--- src/rtl/envgen_pkg.sv ---
package envgen_pkg;
  localparam int ENV_W = 4;

  typedef enum logic [1:0] {
    DIV_IDLE  = 2'd0,
    DIV_START = 2'd1,
    DIV_COUNT = 2'd2,
    DIV_STEP  = 2'd3
  } div_act_e;
endpackage

--- src/rtl/envgen_cfg_reg.sv ---
module envgen_cfg_reg #(
  parameter int CTRL_W    = 8,
  parameter int VAL_W     = 4,
  parameter int LOOP_BIT  = 5,
  parameter int CONST_BIT = 4
) (
  input  logic              clk,
  input  logic              rst,
  input  logic              we,
  input  logic [CTRL_W-1:0] ctrl_byte,
  output logic              loop_q,
  output logic              const_q,
  output logic [VAL_W-1:0]  n_q,
  output logic              const_d,
  output logic [VAL_W-1:0]  n_d
);
  logic loop_d;
  logic unused_ctrl_bits;

  assign unused_ctrl_bits = ^ctrl_byte[CTRL_W-1:CONST_BIT+1];

  always_comb begin
    loop_d  = loop_q;
    const_d = const_q;
    n_d     = n_q;
    if (we) begin
      loop_d  = ctrl_byte[LOOP_BIT];
      const_d = ctrl_byte[CONST_BIT];
      n_d     = ctrl_byte[VAL_W-1:0];
    end
  end

  always_ff @(posedge clk) begin
    if (rst) begin
      loop_q  <= 1'b0;
      const_q <= 1'b0;
      n_q     <= '0;
    end else begin
      loop_q  <= loop_d;
      const_q <= const_d;
      n_q     <= n_d;
    end
  end

  AST_CFG_LOAD: assert property (@(posedge clk) disable iff (rst)
    we |=> (n_q == $past(ctrl_byte[VAL_W-1:0])) && (loop_q == $past(ctrl_byte[LOOP_BIT])));
  AST_CFG_HOLD: assert property (@(posedge clk) disable iff (rst)
    !we |=> $stable(n_q) && $stable(const_q) && $stable(loop_q));
endmodule

--- src/rtl/envgen_start_flag.sv ---
module envgen_start_flag (
  input  logic clk,
  input  logic rst,
  input  logic restart,
  input  logic qclk,
  output logic start_q
);
  logic start_d;

  always_comb begin
    start_d = start_q;
    if (qclk)    start_d = 1'b0;
    if (restart) start_d = 1'b1;
  end

  always_ff @(posedge clk) begin
    if (rst) start_q <= 1'b0;
    else     start_q <= start_d;
  end

  AST_RESTART_PENDS: assert property (@(posedge clk) disable iff (rst)
    restart |=> start_q);
  AST_START_CONSUMED: assert property (@(posedge clk) disable iff (rst)
    (qclk && !restart) |=> !start_q);
endmodule

--- src/rtl/envgen_divider.sv ---
module envgen_divider
  import envgen_pkg::*;
#(
  parameter int W = 4
) (
  input  logic         clk,
  input  logic         rst,
  input  logic         qclk,
  input  logic         start,
  input  logic [W-1:0] reload,
  output logic [W-1:0] div_q,
  output logic         step
);
  div_act_e     act;
  logic [W-1:0] div_d;

  always_comb begin
    if (!qclk)            act = DIV_IDLE;
    else if (start)       act = DIV_START;
    else if (div_q != '0) act = DIV_COUNT;
    else                  act = DIV_STEP;
  end

  always_comb begin
    unique case (act)
      DIV_START, DIV_STEP: div_d = reload;
      DIV_COUNT:           div_d = div_q - 1'b1;
      default:             div_d = div_q;
    endcase
  end

  assign step = (act == DIV_STEP);

  always_ff @(posedge clk) begin
    if (rst) div_q <= '0;
    else     div_q <= div_d;
  end

  AST_DIV_START_LOAD: assert property (@(posedge clk) disable iff (rst)
    (qclk && start) |=> div_q == $past(reload));
  AST_DIV_COUNT_DOWN: assert property (@(posedge clk) disable iff (rst)
    (qclk && !start && div_q != '0) |=> div_q == $past(div_q) - 1'b1);
  AST_DIV_IDLE_STABLE: assert property (@(posedge clk) disable iff (rst)
    !qclk |=> $stable(div_q));
endmodule

--- src/rtl/envgen_decay.sv ---
module envgen_decay #(
  parameter int W = 4
) (
  input  logic         clk,
  input  logic         rst,
  input  logic         qclk,
  input  logic         start,
  input  logic         step,
  input  logic         loop_en,
  output logic [W-1:0] level_d,
  output logic [W-1:0] level_q
);
  localparam logic [W-1:0] LVL_MAX = {W{1'b1}};

  always_comb begin
    level_d = level_q;
    if (qclk && start)          level_d = LVL_MAX;
    else if (step) begin
      if (level_q != '0)        level_d = level_q - 1'b1;
      else if (loop_en)         level_d = LVL_MAX;
    end
  end

  always_ff @(posedge clk) begin
    if (rst) level_q <= '0;
    else     level_q <= level_d;
  end

  AST_LVL_START_MAX: assert property (@(posedge clk) disable iff (rst)
    (qclk && start) |=> level_q == LVL_MAX);
  AST_LVL_FLOOR_HOLD: assert property (@(posedge clk) disable iff (rst)
    (step && level_q == '0 && !loop_en) |=> level_q == '0);
  AST_LVL_WRAP: assert property (@(posedge clk) disable iff (rst)
    (step && level_q == '0 && loop_en) |=> level_q == LVL_MAX);
  AST_LVL_IDLE_STABLE: assert property (@(posedge clk) disable iff (rst)
    !qclk |=> $stable(level_q));
endmodule

--- src/rtl/envgen_top.sv ---
module envgen_top
  import envgen_pkg::*;
#(
  parameter int CTRL_W    = 8,
  parameter int LVL_W     = ENV_W,
  parameter int LOOP_BIT  = 5,
  parameter int CONST_BIT = 4
) (
  input  logic              clk,
  input  logic              rst,
  input  logic              ctrl_we,
  input  logic [CTRL_W-1:0] ctrl_byte,
  input  logic              restart,
  input  logic              qclk,
  output logic [LVL_W-1:0]  vol_out,
  output logic [LVL_W-1:0]  dbg_level,
  output logic [LVL_W-1:0]  dbg_div
);
  logic             loop_q, const_q, const_d, start_q, step;
  logic [LVL_W-1:0] n_q, n_d, level_d, level_q, div_q;
  logic [LVL_W-1:0] vol_q;

  envgen_cfg_reg #(
    .CTRL_W(CTRL_W), .VAL_W(LVL_W), .LOOP_BIT(LOOP_BIT), .CONST_BIT(CONST_BIT)
  ) u_cfg (
    .clk(clk), .rst(rst), .we(ctrl_we), .ctrl_byte(ctrl_byte),
    .loop_q(loop_q), .const_q(const_q), .n_q(n_q),
    .const_d(const_d), .n_d(n_d)
  );

  envgen_start_flag u_start (
    .clk(clk), .rst(rst), .restart(restart), .qclk(qclk), .start_q(start_q)
  );

  envgen_divider #(.W(LVL_W)) u_div (
    .clk(clk), .rst(rst), .qclk(qclk), .start(start_q), .reload(n_q),
    .div_q(div_q), .step(step)
  );

  envgen_decay #(.W(LVL_W)) u_decay (
    .clk(clk), .rst(rst), .qclk(qclk), .start(start_q), .step(step),
    .loop_en(loop_q), .level_d(level_d), .level_q(level_q)
  );

  always_ff @(posedge clk) begin
    if (rst) vol_q <= '0;
    else     vol_q <= const_d ? n_d : level_d;
  end

  assign vol_out   = vol_q;
  assign dbg_level = level_q;
  assign dbg_div   = div_q;

  AST_FIXED_VOL: assert property (@(posedge clk) disable iff (rst)
    const_q |-> vol_out == n_q);
  AST_DECAY_VOL: assert property (@(posedge clk) disable iff (rst)
    !const_q |-> vol_out == level_q);
  AST_RESET_CLEAR: assert property (@(posedge clk)
    rst |=> (vol_out == '0) && (level_q == '0) && (div_q == '0) && !start_q);
endmodule

--- config.mk ---
export PLATFORM = sky130hd
export DESIGN_NAME = envgen_top
export DESIGN_NICKNAME = d
export VERILOG_FILES = /design/src/rtl/envgen_pkg.sv /design/src/rtl/envgen_cfg_reg.sv /design/src/rtl/envgen_start_flag.sv /design/src/rtl/envgen_divider.sv /design/src/rtl/envgen_decay.sv /design/src/rtl/envgen_top.sv
export SDC_FILE = /design/constraint.sdc
export NUM_CORES = 1
export LEC_CHECK = 0
export ABC_AREA = 1
export ABC_CLOCK_PERIOD_IN_PS = 2100
export BUFFER_PORTS_ARGS = -buffer_cell sky130_fd_sc_hd__buf_2
export CAP_MARGIN = 20
export CORE_MARGIN = 3
export CORE_UTILIZATION = 33
export DETAILED_ROUTE_END_ITERATION = 10
export GPL_TIMING_DRIVEN = 0
export SLEW_MARGIN = 0
export SYNTH_ARGS = -nofsm -noshare
export SYNTH_HDL_FRONTEND = slang
export SYNTH_SLANG_ARGS = --single-unit
--- constraint.sdc ---
create_clock -name clk -period 2.1 [get_ports clk]
set_input_delay 0.105 -clock clk [delete_from_list [all_inputs] [get_ports clk]]
set_output_delay 0.105 -clock clk [all_outputs]
set_load 0.005 [all_outputs]
# Word level (Yosys, flattened, before mapping)
# Cells that the tools add are included.
# word_totals
ff_bits	19
latchBits	0
mem_bits_rw	0
romBits	0
input_bits	13
output_inout_bits	12
wordCells	31
mem_count	0
# op_classes
n_addsub	2
n_mul	0
div	0
order_cmp	0
eq_ne	3
n_shift	0
muxes	13
bitwise_logic	0
reduce_logical	6
# op_table
op	n
$mux 4	6
$pmux 4 s2	1
$reduce_bool 4->1	2
$sub 4x1->4 const B	2
$eq 2x2->1 const B	2
$mux 1	4
$mux 2	2
$reduce_bool 2->1	2
$eq 2x1->1 const B	1
$reduce_or 2->1	1
$logic_and 1x1->1	1

# Longest topological paths before layout
# depth
ltp_word	8
depth_mapped	10
ltp_nobuf	10

# By module
# Synthesis repeated with hierarchy kept, for this count alone.
# unflattened
cells_unflattened	175
hier_area_um2	1096.1
# modules_own_cells
module	n_inst	cells_per_inst	area_each_um2	seq_area_each_um2
envgen_divider	1	53	320.3	80.1
envgen_decay	1	46	292.8	80.1
envgen_cfg_reg	1	45	270.3	120.1
envgen_top	1	26	172.7	80.1
envgen_start_flag	1	5	40.0	20.0

# Worst setup path after synthesis
# OpenSTA, ideal clock, no wires.
# synth_timing
kind	register to register
start	register u_div.div_q[0]
end	register vol_q[2] (netlist: vol_out[2])
setup_ns	0.134
t_arrival_ns	1.173
required_time_ns	1.966
path_slack_ns	0.793
stages_incl_launch_ff	10
n_path_buf	0
synth_period_minus_slack_ns	1.307
cell_sequence	dfxtp_1 -> inv_1 -> ha_1 -> inv_1 -> nor2_4 -> nand3_4 -> o21ai_0 -> nand2_1 -> nand2_1 -> a21oi_1
# synth_via
elab_chain_cells	8
# synth_lines
element	line_no	rtl
start, declared	envgen_divider.sv:11	output logic [W-1:0] div_q,
start signal, assigned	envgen_divider.sv:36	else div_q <= div_d;
$reduce_bool 4->1	envgen_divider.sv:20	else if (div_q != '0) act = DIV_COUNT;
$mux 1	envgen_divider.sv:20	
$mux 2	envgen_divider.sv:19	else if (start) act = DIV_START;
$mux 2	envgen_divider.sv:18	if (!qclk) act = DIV_IDLE;
$eq 2x2->1	envgen_divider.sv:32	assign step = (act == DIV_STEP);
$mux 4	envgen_decay.sv:18	else if (step) begin
$mux 4	envgen_decay.sv:17	if (qclk && start) level_d = LVL_MAX;
$mux 4	envgen_top.sv:47	else vol_q <= const_d ? n_d : level_d;
end signal, assigned	envgen_top.sv:47	
end, declared	envgen_top.sv:21	logic [LVL_W-1:0] vol_q;
# Every way passes these cells.
# A chain may end at the register's enable or synchronous reset.

# Final worst setup path
# Same ends and word-level chain as after synthesis.

==> reports/metrics.cfg <==
[cts]
cts.sink_count=19
cts_root_buf=clkbuf_4
clk_pin_slew_worst_paths_ns=0.10
numCtsBuffers=3
cts_tree=done
clk_latency_ns=0.28
clockBufferDepth=2
htreeDepth=1
post_cts_buffers=0
cts.repair.resized=0
holdBufCountCts=0

[route]
drtPass1Iterations=5
drc_errors=0
drt_iter0_markers=24
ant_nets=0
wl_per_cell_um=10.4
num_vias=846
via_per_inst=4.48
routed_wl_um=1970

[pwr]
switching_share_pct=32.4
peakVddDrop_mv=0.362
p_seq_share_pct=49.4
clkPwrFrac_pct=20.5
p_switching_uw=276
p_comb_share_pct=30.1
p_int_uw=576
total_power_uw=852
power.leakage_uw=0.000600
power.density_mw_per_mm2=755

[timing]
period_share_pct=71.2
setup_viol=0
drv_slew=0
relSlewSlack_pct=69.2
clock.fmax_mhz=668
clock_skew_ns=0.00356
worst_pin_slew_ns=0.463
finalHoldViolCount=0
rsz0062_at_grt=false
finalSetupTns_ns=0
min_period_ns=1.50

[cells_and_area]
antenna_cells=0
final_cell_mix=nand2_1, inv_1, buf_2, dfxtp_1, nor2_1
fillers=274
fin_nets=175
syn2layout_area_growth_pct=17.0
drive_gt1_share_pct=21.4
mostFrequentLayoutCell=nand2_1

[synthesis]
synth.avg_cell_area_um2=7.15
synth_nets=150
synth_cell_types=21
synth_seq_cells=19
ys_seq_area_share_pct=39.4
synthCells=135
yosysWarnings=0
netlist_area_um2=965

[setup_path]
critPathCaptureType=flop
r2r-end=vol_out[2]
ff2ff_path_depth=9
path_class=reg -> reg
crit_fanout=7
reg2reg_from=u_div.div_q[0]
required_ns=2.26
worst-r2r-setup-slack_ns=0.60
arrival_ns=1.65
start_kind=flop

[run_status]
outcome=finished clean

[floorplanning]
core_mm2=0.00264
die_h_um=60.1
std_cell_rows=18
ios=25
initial_utilization_pct=36.6
die-area_mm2=0.00361
die_w_um=60.1

[worst_hold_path]
hold_path.class=in -> reg
min_to=u_start.start_q
min_from=restart
hold_depth=3

[place]
numPortBuffers=20
gp_congestion=0.814
dp_hpwl_um=1600

[global_routing]
grt_pass1_wl_um=3410
grt-busiest-layer=met2
grt_overflow=0
met2_usage_pct=18.5
grtUsageTotal_pct=12.3
grtUsageMet1_pct=17.8
use_met3_pct=2.59
grt_pass1_vias=795
grt_max_degree=11
antenna_found_initial=0

[flow_run]
maxCapViolCount=0

[kinds of logic (layout without fill, tap and decap cells)]
group           count (synthesis)  count (layout)  share of synthesized area (%)
mux                             4               4                           5.45
flops                          19              19                           39.4
fa+ha+maj                       2               2                           2.59
compound gates                 21              21                           11.5
buf+inv                        24              48                           10.1
xor+xnor                        1               1                          0.908
simple gates                   64              64                           30.0
[metal layers]
metal / up-vias / share of wire, %
li1: 471 / -
met1: 354 / 52
met2: 19 / 44
met3: 2 / 3.9
met4: 0 / 0.61
met5: - / 0
[cell usage after synthesis]
master,instances,area [µm²]
a21oi_1,11,55.1
a21oi_2,1,8.76
a31oi_1,1,6.26
buf_6,1,11.3
clkbuf_1,2,7.51
dfxtp_1,19,380
ha_1,2,25.0
inv_1,20,75.1
inv_2,1,3.75
mux2i_1,3,30.0
mux2i_4,1,22.5
nand2_1,34,128
nand3_1,7,35.0
nand3_4,1,17.5
nor2_1,15,56.3
nor2_4,2,22.5
nor3_1,1,5.00
o21ai_0,7,35.0
o22ai_1,1,6.26
or2_2,4,25.0
xor2_1,1,8.76
[state kept, by name, indices dropped and copies added (netlist names)]
name / cells
u_cfg.const_q: 1
u_cfg.loop_q: 1
u_cfg.n_q: 4
u_decay.level_q: 4
u_div.div_q: 4
u_start.start_q: 1
vol_out: 4
[worst max-delay path, stage by stage, from the launching register on]
cell and delay (ns):
dfxtp_1 0.33, inv_1 0.10, ha_1 0.17, inv_1 0.06, nor2_4 0.12, nand3_4 0.11
o21ai_0 0.25, nand2_1 0.09, nand2_1 0.07, a21oi_1 0.06
[per-stage QoR]
step	setup slack, ns	utilization, %	hold slack (ns)	instances	cell area (µm²)
2_1_floorplan	0.793	-	0.222	135	965
3_3_place_gp	0.634	41.8	0.325	185	1100
3_5_place_dp	0.647	41.8	0.332	185	1100
4_1_cts	0.623	42.8	0.0307	189	1130
5_1_grt	0.406	42.8	0.0417	189	1130
6_report	0.604	42.8	0.0325	189	1130
[final cells by class]
| type | count | area [µm²] | share of cell area, % |
|---|---|---|---|
| inverter | 21 | 78.8 | 6.98 |
| tap | 30 | 37.5 | 3.33 |
| multi-input combinational | 92 | 487 | 43.1 |
| sequential | 19 | 380 | 33.7 |
| clock buffer | 4 | 26.3 | 2.33 |
| timing repair buffer | 20 | 100 | 8.87 |
| buffer | 3 | 18.8 | 1.66 |
[worst max-delay path by stage]
stage | cells past startpoint | slack [ns] | end | startpoint
floorplan | 9 | 0.79 | vol_out[2] | u_div.div_q[0]
global placement | 9 | 0.63 | vol_out[2] | u_div.div_q[0]
detailed placement | 9 | 0.65 | vol_out[2] | u_div.div_q[0]
CTS | 9 | 0.62 | vol_out[2] | u_div.div_q[0]
global route | 9 | 0.41 | u_div.div_q[2] | u_div.div_q[0]
finish | 9 | 0.60 | vol_out[2] | u_div.div_q[0]
[power groups by stage]
| stage | Clock, µW | Combinational [µW] | Sequential [µW] |
|---|---|---|---|
| 4_1_cts | 184 | 259 | 421 |
| 3_5_place_dp | 0 | 258 | 429 |
| 6_report | 175 | 256 | 420 |
| 3_3_place_gp | 0 | 253 | 428 |
| 2_1_floorplan | 0 | 184 | 430 |
| 5_1_grt | 193 | 301 | 426 |
No activity file was read; power rests on OpenSTA's default activity.
